--- src/rtl/baid_pkg.sv ---
package baid_pkg;
  localparam int ADDR_W  = 24;
  localparam int ID_W    = 4;
  localparam int TGT_BIT = 22;
  localparam int OFF_TOP = 18;

  // Address position of strap bit i: bit 3 sits at A23, bits 2..0 at A21..A19
  function automatic int id_pos(input int i);
    return (i == ID_W - 1) ? 23 : 19 + i;
  endfunction

  typedef struct packed {
    logic accept;
    logic flash;
    logic regs;
    logic standby;
  } baid_res_t;
endpackage

--- src/rtl/baid_capture.sv ---
module baid_capture #(
  parameter int AW  = 24,
  parameter int IDW = 4
) (
  input  logic           clk,
  input  logic           rst,
  input  logic           start,
  input  logic [AW-1:0]  addr_in,
  input  logic [IDW-1:0] strap_in,
  output logic [AW-1:0]  addr_q,
  output logic [IDW-1:0] strap_q,
  output logic           pend_q
);
  always_ff @(posedge clk) begin
    if (rst) begin
      addr_q  <= '0;
      strap_q <= '0;
      pend_q  <= 1'b0;
    end else begin
      pend_q <= start;
      if (start) begin
        addr_q  <= addr_in;
        strap_q <= strap_in;
      end
    end
  end
endmodule

--- src/rtl/baid_id_cmp.sv ---
module baid_id_cmp
  import baid_pkg::*;
#(
  parameter int AW  = 24,
  parameter int IDW = 4
) (
  input  logic [AW-1:0]  addr,
  input  logic [IDW-1:0] strap,
  output logic           match
);
  logic [IDW-1:0] bit_ok;

  // Field is stored inverted, so a differing bit pair means the bit agrees
  for (genvar i = 0; i < IDW; i++) begin : g_bit
    assign bit_ok[i] = addr[id_pos(i)] ^ strap[i];
  end

  assign match = &bit_ok;
endmodule

--- src/rtl/baid_range_chk.sv ---
module baid_range_chk
  import baid_pkg::*;
#(
  parameter int AW       = 24,
  parameter int ARRAY_AW = 19,
  parameter int REG_AW   = 16
) (
  input  logic [AW-1:0] addr,
  output logic          in_range
);
  localparam int OFF_W = OFF_TOP + 1;
  localparam logic [OFF_W:0]   FL_LIM  = (OFF_W+1)'(1) << ARRAY_AW;
  localparam logic [OFF_W:0]   RG_LIM  = (OFF_W+1)'(1) << REG_AW;
  localparam logic [OFF_W-1:0] FL_MASK = ~(FL_LIM[OFF_W-1:0] - OFF_W'(1));
  localparam logic [OFF_W-1:0] RG_MASK = ~(RG_LIM[OFF_W-1:0] - OFF_W'(1));

  logic [OFF_W-1:0] off;
  logic             fl_ok;
  logic             rg_ok;

  assign off = addr[OFF_TOP:0];

  if (ARRAY_AW >= OFF_W) begin : g_fl_full
    assign fl_ok = 1'b1;
  end else begin : g_fl_part
    assign fl_ok = ~|(off & FL_MASK);
  end

  if (REG_AW >= OFF_W) begin : g_rg_full
    assign rg_ok = 1'b1;
  end else begin : g_rg_part
    assign rg_ok = ~|(off & RG_MASK);
  end

  assign in_range = addr[TGT_BIT] ? fl_ok : rg_ok;
endmodule

--- src/rtl/bus_addr_id_decode.sv ---
module bus_addr_id_decode
  import baid_pkg::*;
#(
  parameter int ARRAY_AW = 19,
  parameter int REG_AW   = 16
) (
  input  logic              clk,
  input  logic              rst,
  input  logic              cyc_start,
  input  logic [ADDR_W-1:0] cyc_addr,
  input  logic [ID_W-1:0]   id_strap,
  output logic              accept_o,
  output logic              flash_sel_o,
  output logic              reg_sel_o,
  output logic              standby_o
);
  logic [ADDR_W-1:0] addr_q;
  logic [ID_W-1:0]   strap_q;
  logic              pend_q;
  logic              id_match;
  logic              in_range;
  baid_res_t         nxt;
  baid_res_t         res_q;

  baid_capture #(.AW(ADDR_W), .IDW(ID_W)) u_cap (
    .clk(clk), .rst(rst), .start(cyc_start),
    .addr_in(cyc_addr), .strap_in(id_strap),
    .addr_q(addr_q), .strap_q(strap_q), .pend_q(pend_q)
  );

  baid_id_cmp #(.AW(ADDR_W), .IDW(ID_W)) u_id (
    .addr(addr_q), .strap(strap_q), .match(id_match)
  );

  baid_range_chk #(.AW(ADDR_W), .ARRAY_AW(ARRAY_AW), .REG_AW(REG_AW)) u_rng (
    .addr(addr_q), .in_range(in_range)
  );

  always_comb begin
    nxt.accept  = id_match & in_range;
    nxt.flash   = nxt.accept & addr_q[TGT_BIT];
    nxt.regs    = nxt.accept & ~addr_q[TGT_BIT];
    nxt.standby = ~nxt.accept;
  end

  always_ff @(posedge clk) begin
    if (rst || cyc_start) begin
      res_q <= '0;
    end else if (pend_q) begin
      res_q <= nxt;
    end
  end

  assign accept_o    = res_q.accept;
  assign flash_sel_o = res_q.flash;
  assign reg_sel_o   = res_q.regs;
  assign standby_o   = res_q.standby;
endmodule

--- config.mk ---
export PLATFORM = sky130hd
export DESIGN_NAME = bus_addr_id_decode
export DESIGN_NICKNAME = d
export VERILOG_FILES = /design/src/rtl/baid_pkg.sv /design/src/rtl/baid_capture.sv /design/src/rtl/baid_id_cmp.sv /design/src/rtl/baid_range_chk.sv /design/src/rtl/bus_addr_id_decode.sv
export SDC_FILE = /design/constraint.sdc
export NUM_CORES = 1
export LEC_CHECK = 0
export BUFFER_PORTS_ARGS = -buffer_cell sky130_fd_sc_hd__buf_2
export CORE_MARGIN = 1.5
export CORE_UTILIZATION = 42
export DETAILED_ROUTE_END_ITERATION = 8
export PLACE_DENSITY_LB_ADDON = 0.3
export SYNTH_ARGS = -nofsm -noshare
export SYNTH_HDL_FRONTEND = slang
export SYNTH_SLANG_ARGS = --single-unit
--- constraint.sdc ---
create_clock -name clk -period 1.2 [get_ports clk]
set_input_delay 0.3 -clock clk [delete_from_list [all_inputs] [get_ports clk]]
set_output_delay 0.3 -clock clk [all_outputs]
set_load 0.02 [all_outputs]
After elaboration in Yosys (flattened, before gate mapping). Cells that the tools add are included.

Register bits after elaboration: 33. Input bits: 31. Output and inout bits: 4. Word-level logic and storage cells: 21.

Mux-type cells: 1. Bitwise logic cells: 9. Reduce and logical (&&, ||, !) cells: 4.

Operators with widths (number): $reduce_and 4->1 (1); $xor 1x1->1 (4); $and 1x1->1 (3); $reduce_or 3->1 (1); $not 1->1 (2); $logic_not 1->1 (1); $logic_or 1x1->1 (1); $mux 1 (1).

Logic depth before layout (Yosys ltp). Gate-level depths: netlist of the first run.

Word-level depth: 5. Depth in mapped cells: 4.

Cells and area by module. A second synthesis of the first run with hierarchy kept.

Cell total of the unflattened synthesis: 113. Area, all modules: 1218.7 sq um.

Modules (own cells, without submodules): baid_capture (instances 1, cells an instance 92, area an instance 1019.7 sq um, sequential area each 580.6 sq um); bus_addr_id_decode (instances 1, cells an instance 14, area an instance 146.4 sq um, sequential area each 80.1 sq um); baid_id_cmp (instances 1, cells an instance 5, area an instance 41.3 sq um, sequential area each 0.0 sq um); baid_range_chk (instances 1, cells an instance 2, area an instance 11.3 sq um, sequential area each 0.0 sq um).

Worst setup path before layout of the first run. OpenSTA, ideal clock, no wires.

Path type: register to register. From: register u_cap.addr_q[17]. To: register res_q (netlist bit standby_o). Arrival: 0.838 ns. Data required time: 1.081 ns. Slack: 0.243 ns. Stages on the path, launching flop included: 4. Path buffers: 0. Clock period less this slack: 0.957 ns. Cells stage by stage: dfxtp_1 nor3_1 o21ai_0 o221a_1.

Longest elaborated chain between the ends: 5.

RTL lines: start: declaration (line baid_capture.sv:10) `output logic [AW-1:0] addr_q,`; start signal: assignment (line baid_capture.sv:22) `addr_q <= addr_in;`; $reduce_or 3->1 (line baid_range_chk.sv:32) `assign rg_ok = ~|(off & RG_MASK);`; $logic_not 1->1 (line baid_range_chk.sv:32); $mux 1 (line baid_range_chk.sv:35) `assign in_range = addr[TGT_BIT] ? fl_ok : rg_ok;`; $and 1x1->1 (line bus_addr_id_decode.sv:40) `nxt.accept = id_match & in_range;`; $not 1->1 (line bus_addr_id_decode.sv:43) `nxt.standby = ~nxt.accept;`; end signal: assignment (line bus_addr_id_decode.sv:50) `res_q <= nxt;`; end: declaration (line bus_addr_id_decode.sv:23) `baid_res_t res_q;`.

Every way passes these cells. A chain may end at the register's enable or synchronous reset.

Worst setup path in the final report of the first run.
From: register res_q (netlist bit standby_o). To: output port standby_o.

RTL lines: end: declaration (line bus_addr_id_decode.sv:15) `output logic standby_o`.

No word-level cell between the ends.

==> impl_metrics.py, run 1 <==
metrics = {
    "status": {
        "status": "complete, no violations",
    },
    "route": {
        "drt.antenna.violating_nets": 0,
        "drc": 0,
        "initialDrtViolationCount": 2,
        "routed_wirelength_um": 1040,
        "viasPerCell": 4.88,
        "detail_route.wl_per_cell_um": 10.5,
        "routed-via-count": 483,
        "first_pass_iters": 2,
    },
    "cts": {
        "root_buffer": "clkbuf_4",
        "cts-htree-levels": 1,
        "cts_resized": 0,
        "numCtsBuffers": 3,
        "clk_pin_slew_ns": 0.10,
        "clock-sinks": 17,
        "cts_tree": "built",
        "clock_latency_ns": 0.29,
        "hold_buffers": 0,
        "cts_buffer_depth": 2,
        "post_cts_buffers": 0,
    },
    "pwr": {
        "p_leak_uw": 0.000379,
        "powerDensity_nw_per_um2": 1290,
        "clockPowerShare_pct": 29.6,
        "internal-power_uw": 771,
        "max-vdd-ir-drop_mv": 0.639,
        "p_sw_uw": 246,
        "power_frac_comb_pct": 10.4,
        "sequentialPowerShare_pct": 60.0,
        "netSwitchingFraction_pct": 24.2,
    },
    "sta": {
        "fin_crit_ns": 1.09,
        "skew_ns": 0.00604,
        "finalMaxSlewViolations": 0,
        "rsz0062_at_grt": "false",
        "relSlewSlack_pct": 72.7,
        "setup_viol_count_final": 0,
        "max_slew.worst_pin.slew_ns": 0.410,
        "hold_viol": 0,
        "max_clock_freq_mhz": 919,
        "period_share_pct": 90.7,
        "holdWs_ns": 0.219,
        "fin_setup_tns_ns": 0,
    },
    "global_route": {
        "grt_pass1_wl_um": 1740,
        "grt_pass1_vias": 444,
        "grt_start_max_net_pins": 15,
        "antenna_found_initial": 0,
        "grt_overflow": 0,
        "grt_use_total_pct": 12.5,
    },
    "critical_path": {
        "critical_path.top_delay_family": "flip-flops",
        "critPathBufInv": 1,
        "critPathKind": "flip-flop to output port",
        "crit_path_end_kind": "output port",
        "cp-start-kind": "flip-flop",
        "worstPathRequired_ns": 0.90,
        "path_cells": "buf_2",
        "crit_slowest_cell": "dfxtp_1",
        "crit_path_max_incr_delay_ns": 0.34,
        "crit_path_max_fanout": 2,
        "worst_ep_arrival_time_ns": 0.79,
    },
    "flow_run": {
        "cap_violations": 0,
    },
    "yosys": {
        "synth_top_family_by_area": "multiplexers",
        "synth-adder-area-share_pct": 0,
        "syn-mean-instance-area_um2": 10.7,
        "syn_nets": 94,
        "syn_inst": 63,
        "seq_area_frac_synth_pct": 50.7,
        "synthSimpleGateAreaFrac_pct": 16.4,
        "yosys-mux-area-fraction_pct": 17.9,
        "synth_warnings": 0,
        "ys_ff_latch": 17,
        "synth_cell_types": 16,
        "synth-xor-area-share_pct": 5.21,
        "synth_compound_area_share_pct": 5.77,
        "syn_area_um2": 672,
    },
    "final_layout": {
        "drive_gt1_share_pct": 28.9,
        "area_delta_synth_final_pct": 17.5,
        "insertedDiodeCount": 0,
        "stdcell_count": 99,
        "nNetsFinal": 115,
    },
    "die": {
        "num_rows": 14,
        "boundaryPins": 35,
        "dieArea_um2": 1850,
        "start_util_pct": 44.6,
        "die_height_um": 43.0,
        "die_w_um": 43.0,
        "core_area_um2": 1510,
    },
    "min_path": {
        "hold_path_class": "input port to flip-flop",
    },
    "placed_design": {
        "portBuffers": 18,
        "gp_congestion": 0.756,
        "dp_hpwl_um": 747,
        "numPlacedInstances": 95,
    },
}
==> layout make-up <==
cell class | count | area (µm²)
Fill cell | 156 | 717
Clock buffer | 3 | 22.5
Tap cell | 16 | 20.0
Clock inverter | 1 | 5.00
Timing Repair Buffer | 19 | 97.6
Sequential cell | 17 | 340
Multi-Input combinational cell | 43 | 304
==> layout by cell type, fill, tap and decap left out <==
| master | Yosys | final |
|---|---|---|
| dfxtp_1 | 17 | 17 |
| nand4_1 | 1 | 1 |
| nor2_1 | 12 | 12 |
| o211ai_1 | 1 | 1 |
| o221a_1 | 1 | 1 |
| nand3_1 | 1 | 1 |
| clkinv_2 | 0 | 1 |
| buf_4 | 0 | 1 |
| nor2b_1 | 1 | 1 |
| mux2i_1 | 12 | 12 |
| xor2_1 | 4 | 4 |
| nand4b_1 | 1 | 1 |
| o21ai_0 | 4 | 4 |
| clkbuf_4 | 0 | 3 |
| nand3b_1 | 3 | 3 |
| buf_2 | 1 | 18 |
| nor3_1 | 1 | 1 |
| nor2_4 | 1 | 1 |
==> stage by stage <==
step           util [%]  cell area, µm²  setup WS, ns  total power, µW
2_1_floorplan         -             672         0.243              696
6_report           52.4             790         0.112             1020
3_5_place_dp       50.6             762        0.0987              730
3_3_place_gp       50.6             762         0.115              727
4_1_cts            52.4             790        0.0946             1030
5_1_grt            52.4             790        0.0302             1060
==> path summary, 6_finish.rpt <==
check	start	to	slack (ns)	cells past startpoint
hold reg to reg	reg_sel_o$_SDFFE_PP0P_	reg_sel_o$_SDFFE_PP0P_	0.49	2
setup reg to reg	u_cap.addr_q[17]$_SDFFE_PP0P_	standby_o$_SDFFE_PP0P_	0.11	3
setup / recovery	standby_o$_SDFFE_PP0P_	standby_o	0.11	1
hold / removal	rst	u_cap.addr_q[17]$_SDFFE_PP0P_	0.22	2
==> routing by layer <==
metal,global-route usage [%],vias up,wire (µm)
li1,-,258,-
met5,0,-,0
met4,5.45,0,19
met3,5.11,4,62
met1,15.5,209,486
met2,18.8,12,475
==> cell families after synthesis <==
kind of cell | count (synthesis)
AO/OA/AOI/OAI | 6
XOR/XNOR | 4
buffers and inverters | 3
flip-flops | 17
multiplexers | 12
AND/OR/NAND/NOR | 21
==> sequential cells by signal (all words and copies together) (netlist names) <==
signal / cells
flash_sel_o: 1
reg_sel_o: 1
accept_o: 1
u_cap.addr_q: 8
u_cap.strap_q: 4
u_cap.pend_q: 1
standby_o: 1
==> power groups by stage <==
| stage | Clock (µW) | Combinational, µW | Sequential, µW |
|---|---|---|---|
| floorplan | 0 | 76.2 | 620 |
| global placement | 0 | 105 | 622 |
| detailed placement | 0 | 107 | 623 |
| CTS | 315 | 107 | 610 |
| global route | 331 | 119 | 615 |
| finish | 301 | 106 | 610 |
==> synthesized netlist by cell type <==
cell / count / area (µm²)
nor2_4: 1 / 11.3
o221a_1: 1 / 11.3
nor2_1: 12 / 45.0
nand4b_1: 1 / 8.76
nor2b_1: 1 / 6.26
nand4_1: 1 / 6.26
o21ai_0: 4 / 20.0
nand3b_1: 3 / 22.5
nand3_1: 1 / 5.00
buf_6: 2 / 22.5
dfxtp_1: 17 / 340
mux2i_1: 12 / 120
buf_2: 1 / 5.00
xor2_1: 4 / 35.0
nor3_1: 1 / 5.00
o211ai_1: 1 / 7.51
(Power assumes the default switching activity.)
==> inputs of run 2 (changes only) <==
ABC_AREA = 1   (was not set)
CORE_MARGIN = not set   (was 1.5)
CORE_UTILIZATION = 41   (was 42)
==> run 2 against run 1 <==
  * Critical path type unchanged
  * Global-route usage is 2.2 points higher
  * Hold slack got worse by 0.011 ns
  * Setup slack improved by 0.012 ns
  * Total power fell by 1.7%
  * Routed wire length is 4.3% higher
  * Synthesized cell count is 41% higher
  * Clock skew down 0.0013 ns
  * Register-to-register slack better by 0.098 ns
==> impl_metrics.py, run 2 <==
metrics = {
    "status": {
        "status": "complete, no violations",
    },
    "global_route": {
        "grt_pass1_wl_um": 1930,
        "antenna_found_initial": 0,
        "grt_overflow": 0,
        "grt_start_max_net_pins": 15,
        "grt_use_total_pct": 14.6,
        "grt_pass1_vias": 483,
    },
    "placed_design": {
        "portBuffers": 18,
        "gp_congestion": 0.723,
        "numPlacedInstances": 120,
        "dp_hpwl_um": 812,
    },
    "pwr": {
        "netSwitchingFraction_pct": 23.6,
        "sequentialPowerShare_pct": 60.7,
        "power_frac_comb_pct": 10.2,
        "p_leak_uw": 0.000359,
        "internal-power_uw": 764,
        "max-vdd-ir-drop_mv": 0.674,
        "powerDensity_nw_per_um2": 1300,
        "clockPowerShare_pct": 29.1,
        "p_sw_uw": 236,
    },
    "final_layout": {
        "reg_top3": "u_cap.addr_q: 8 flops, u_cap.strap_q: 4 flops",
        "insertedDiodeCount": 0,
        "stdcell_count": 124,
        "nFillCells": 140,
        "regMostFlops": "u_cap.addr_q",
        "final_cell_mix": "nand2_1, buf_2, dfxtp_1, inv_1, o21ai_0",
        "largest_reg_flops": 8,
        "nNetsFinal": 141,
        "drive_gt1_share_pct": 22.0,
        "final_common_cell": "nand2_1",
        "area_delta_synth_final_pct": 19.4,
        "post-route-util_pct": 55.7,
    },
    "cts": {
        "cts-htree-levels": 1,
        "root_buffer": "clkbuf_4",
        "numCtsBuffers": 3,
        "clk_pin_slew_ns": 0.09,
        "cts_tree": "built",
        "cts_buffer_depth": 2,
        "clock_latency_ns": 0.28,
        "clock-sinks": 17,
    },
    "sta": {
        "hold_viol": 0,
        "period_share_pct": 89.6,
        "finalMaxSlewViolations": 0,
        "fin_crit_ns": 1.08,
        "rsz0062_at_grt": "false",
        "max_clock_freq_mhz": 930,
        "skew_ns": 0.00476,
        "max_slew.worst_pin.slew_ns": 0.501,
        "relSlewSlack_pct": 66.6,
        "setup_viol_count_final": 0,
    },
    "yosys": {
        "ys_ff_latch": 17,
        "netlist.top_cell.by_area": "dfxtp_1",
        "synth_warnings": 0,
        "syn_nets": 120,
        "synthFlopType": "dfxtp_1",
        "syn_inst": 89,
        "synth_top_area_share_pct": 52.8,
        "async_flop_share_pct": 0,
        "synth_common_cells": "nand2_1, dfxtp_1, inv_1, o21ai_0, nor2_1",
        "synth_cell_types": 11,
        "syn-mean-instance-area_um2": 7.24,
        "synth_edf_count": 0,
        "seq_area_frac_synth_pct": 52.8,
        "syn_area_um2": 644,
        "yosysMostFrequentCell": "nand2_1",
        "yosys-top-cells-area": "dfxtp_1, nand2_1, o21ai_0",
    },
    "die": {
        "boundaryPins": 35,
        "die_w_um": 41.6,
        "dieArea_um2": 1730,
        "die_height_um": 41.6,
        "core_area_um2": 1380,
        "num_rows": 13,
        "start_util_pct": 46.6,
    },
    "route": {
        "detail_route.wl_per_cell_um": 8.78,
        "routed-via-count": 571,
        "initialDrtViolationCount": 11,
        "first_pass_iters": 4,
        "drc": 0,
        "routed_wirelength_um": 1090,
        "drt.antenna.violating_nets": 0,
        "viasPerCell": 4.60,
    },
    "critical_path": {
        "worstPathRequired_ns": 0.90,
        "critPathKind": "flip-flop to output port",
        "critPathBufInv": 1,
        "worst_ep_arrival_time_ns": 0.78,
        "r2r-start": "u_cap.addr_q[20]$_SDFFE_PP0P_",
        "crit_path_start": "accept_o$_SDFFE_PP0P_",
        "crit_path_max_fanout": 2,
        "critical_path.top_delay_family": "flip-flops",
        "path_cells": "buf_2",
        "reg2reg_depth": 8,
        "crit_path_end_kind": "output port",
        "cp.depth": 1,
        "cp-start-kind": "flip-flop",
        "crit_slowest_cell": "dfxtp_1",
        "crit_path_max_incr_delay_ns": 0.34,
    },
    "flow_run": {
        "cap_violations": 0,
    },
    "min_path": {
        "min_path_cells": 3,
        "hold_start": "cyc_addr[20]",
        "hold_path_class": "input port to flip-flop",
    },
}
==> run 2: area by class of cell <==
class	instances	area (µm²)	share of cell area, %
clock buffer	4	26.3	3.41
inverter	15	56.3	7.32
multi-input combinational	55	238	30.9
sequential	17	340	44.2
tap	15	18.8	2.44
timing repair buffer	18	90.1	11.7
==> run 2: worst paths after layout <==
kind | end | slack, ns
setup / recovery | accept_o | 0.12
hold / removal | u_cap.addr_q[20]$_SDFFE_PP0P_ | 0.21
setup reg to reg | accept_o$_SDFFE_PP0P_ | 0.21
hold reg to reg | flash_sel_o$_SDFFE_PP0P_ | 0.46
==> run 2: kinds of logic after synthesis <==
logic type / count (synthesis) / share of synthesized area (%)
AO/OA/AOI/OAI: 15 / 11.7
buffers and inverters: 17 / 10.7
AND/OR/NAND/NOR: 40 / 24.9
flip-flops: 17 / 52.8
==> run 2: power by group through the flow <==
stage / Clock [µW] / Sequential, µW / Combinational [µW]
floorplan: 0 / 621 / 63.8
global placement: 0 / 619 / 99.8
detailed placement: 0 / 620 / 103
CTS: 310 / 607 / 104
global route: 330 / 611 / 121
finish: 291 / 607 / 102
==> run 2: layer usage <==
metal	up-vias	GRT usage [%]	part of all wire, %
met2	12	20.9	46
met5	-	0	0
met4	0	9.68	1.6
met1	249	19.7	48
met3	2	3.04	3.9
li1	308	-	-
==> run 2: worst reg2reg max path: stages, from the launching register on <==
cell     delay (ns)
dfxtp_1        0.34
inv_1          0.05
nand2_1        0.06
nand2_1        0.06
nor2_2         0.12
nand3_1        0.08
nand2_1        0.08
nand2_1        0.07
nor2_1         0.08
==> run 2: stage by stage <==
stage	total power, µW	instance area, µm²	setup TNS, ns	worst slack, ns	hold WS [ns]
final	1000	769	0	0.124	0.209
after global routing	1060	769	0	0.0813	0.209
after CTS	1020	767	0	0.109	0.201
after detailed placement	723	741	-1.70	-0.153	0.453
after global placement	719	741	-0.838	-0.0841	0.452
after floorplan	685	644	0	0.320	0.413
==> run 2: what timing repair did <==
item                       4_1_cts  5_1_grt
setup endpoints to repair        0        2
resized for setup                0        1
buffers inserted                 0        0
hold buffers                     0        0
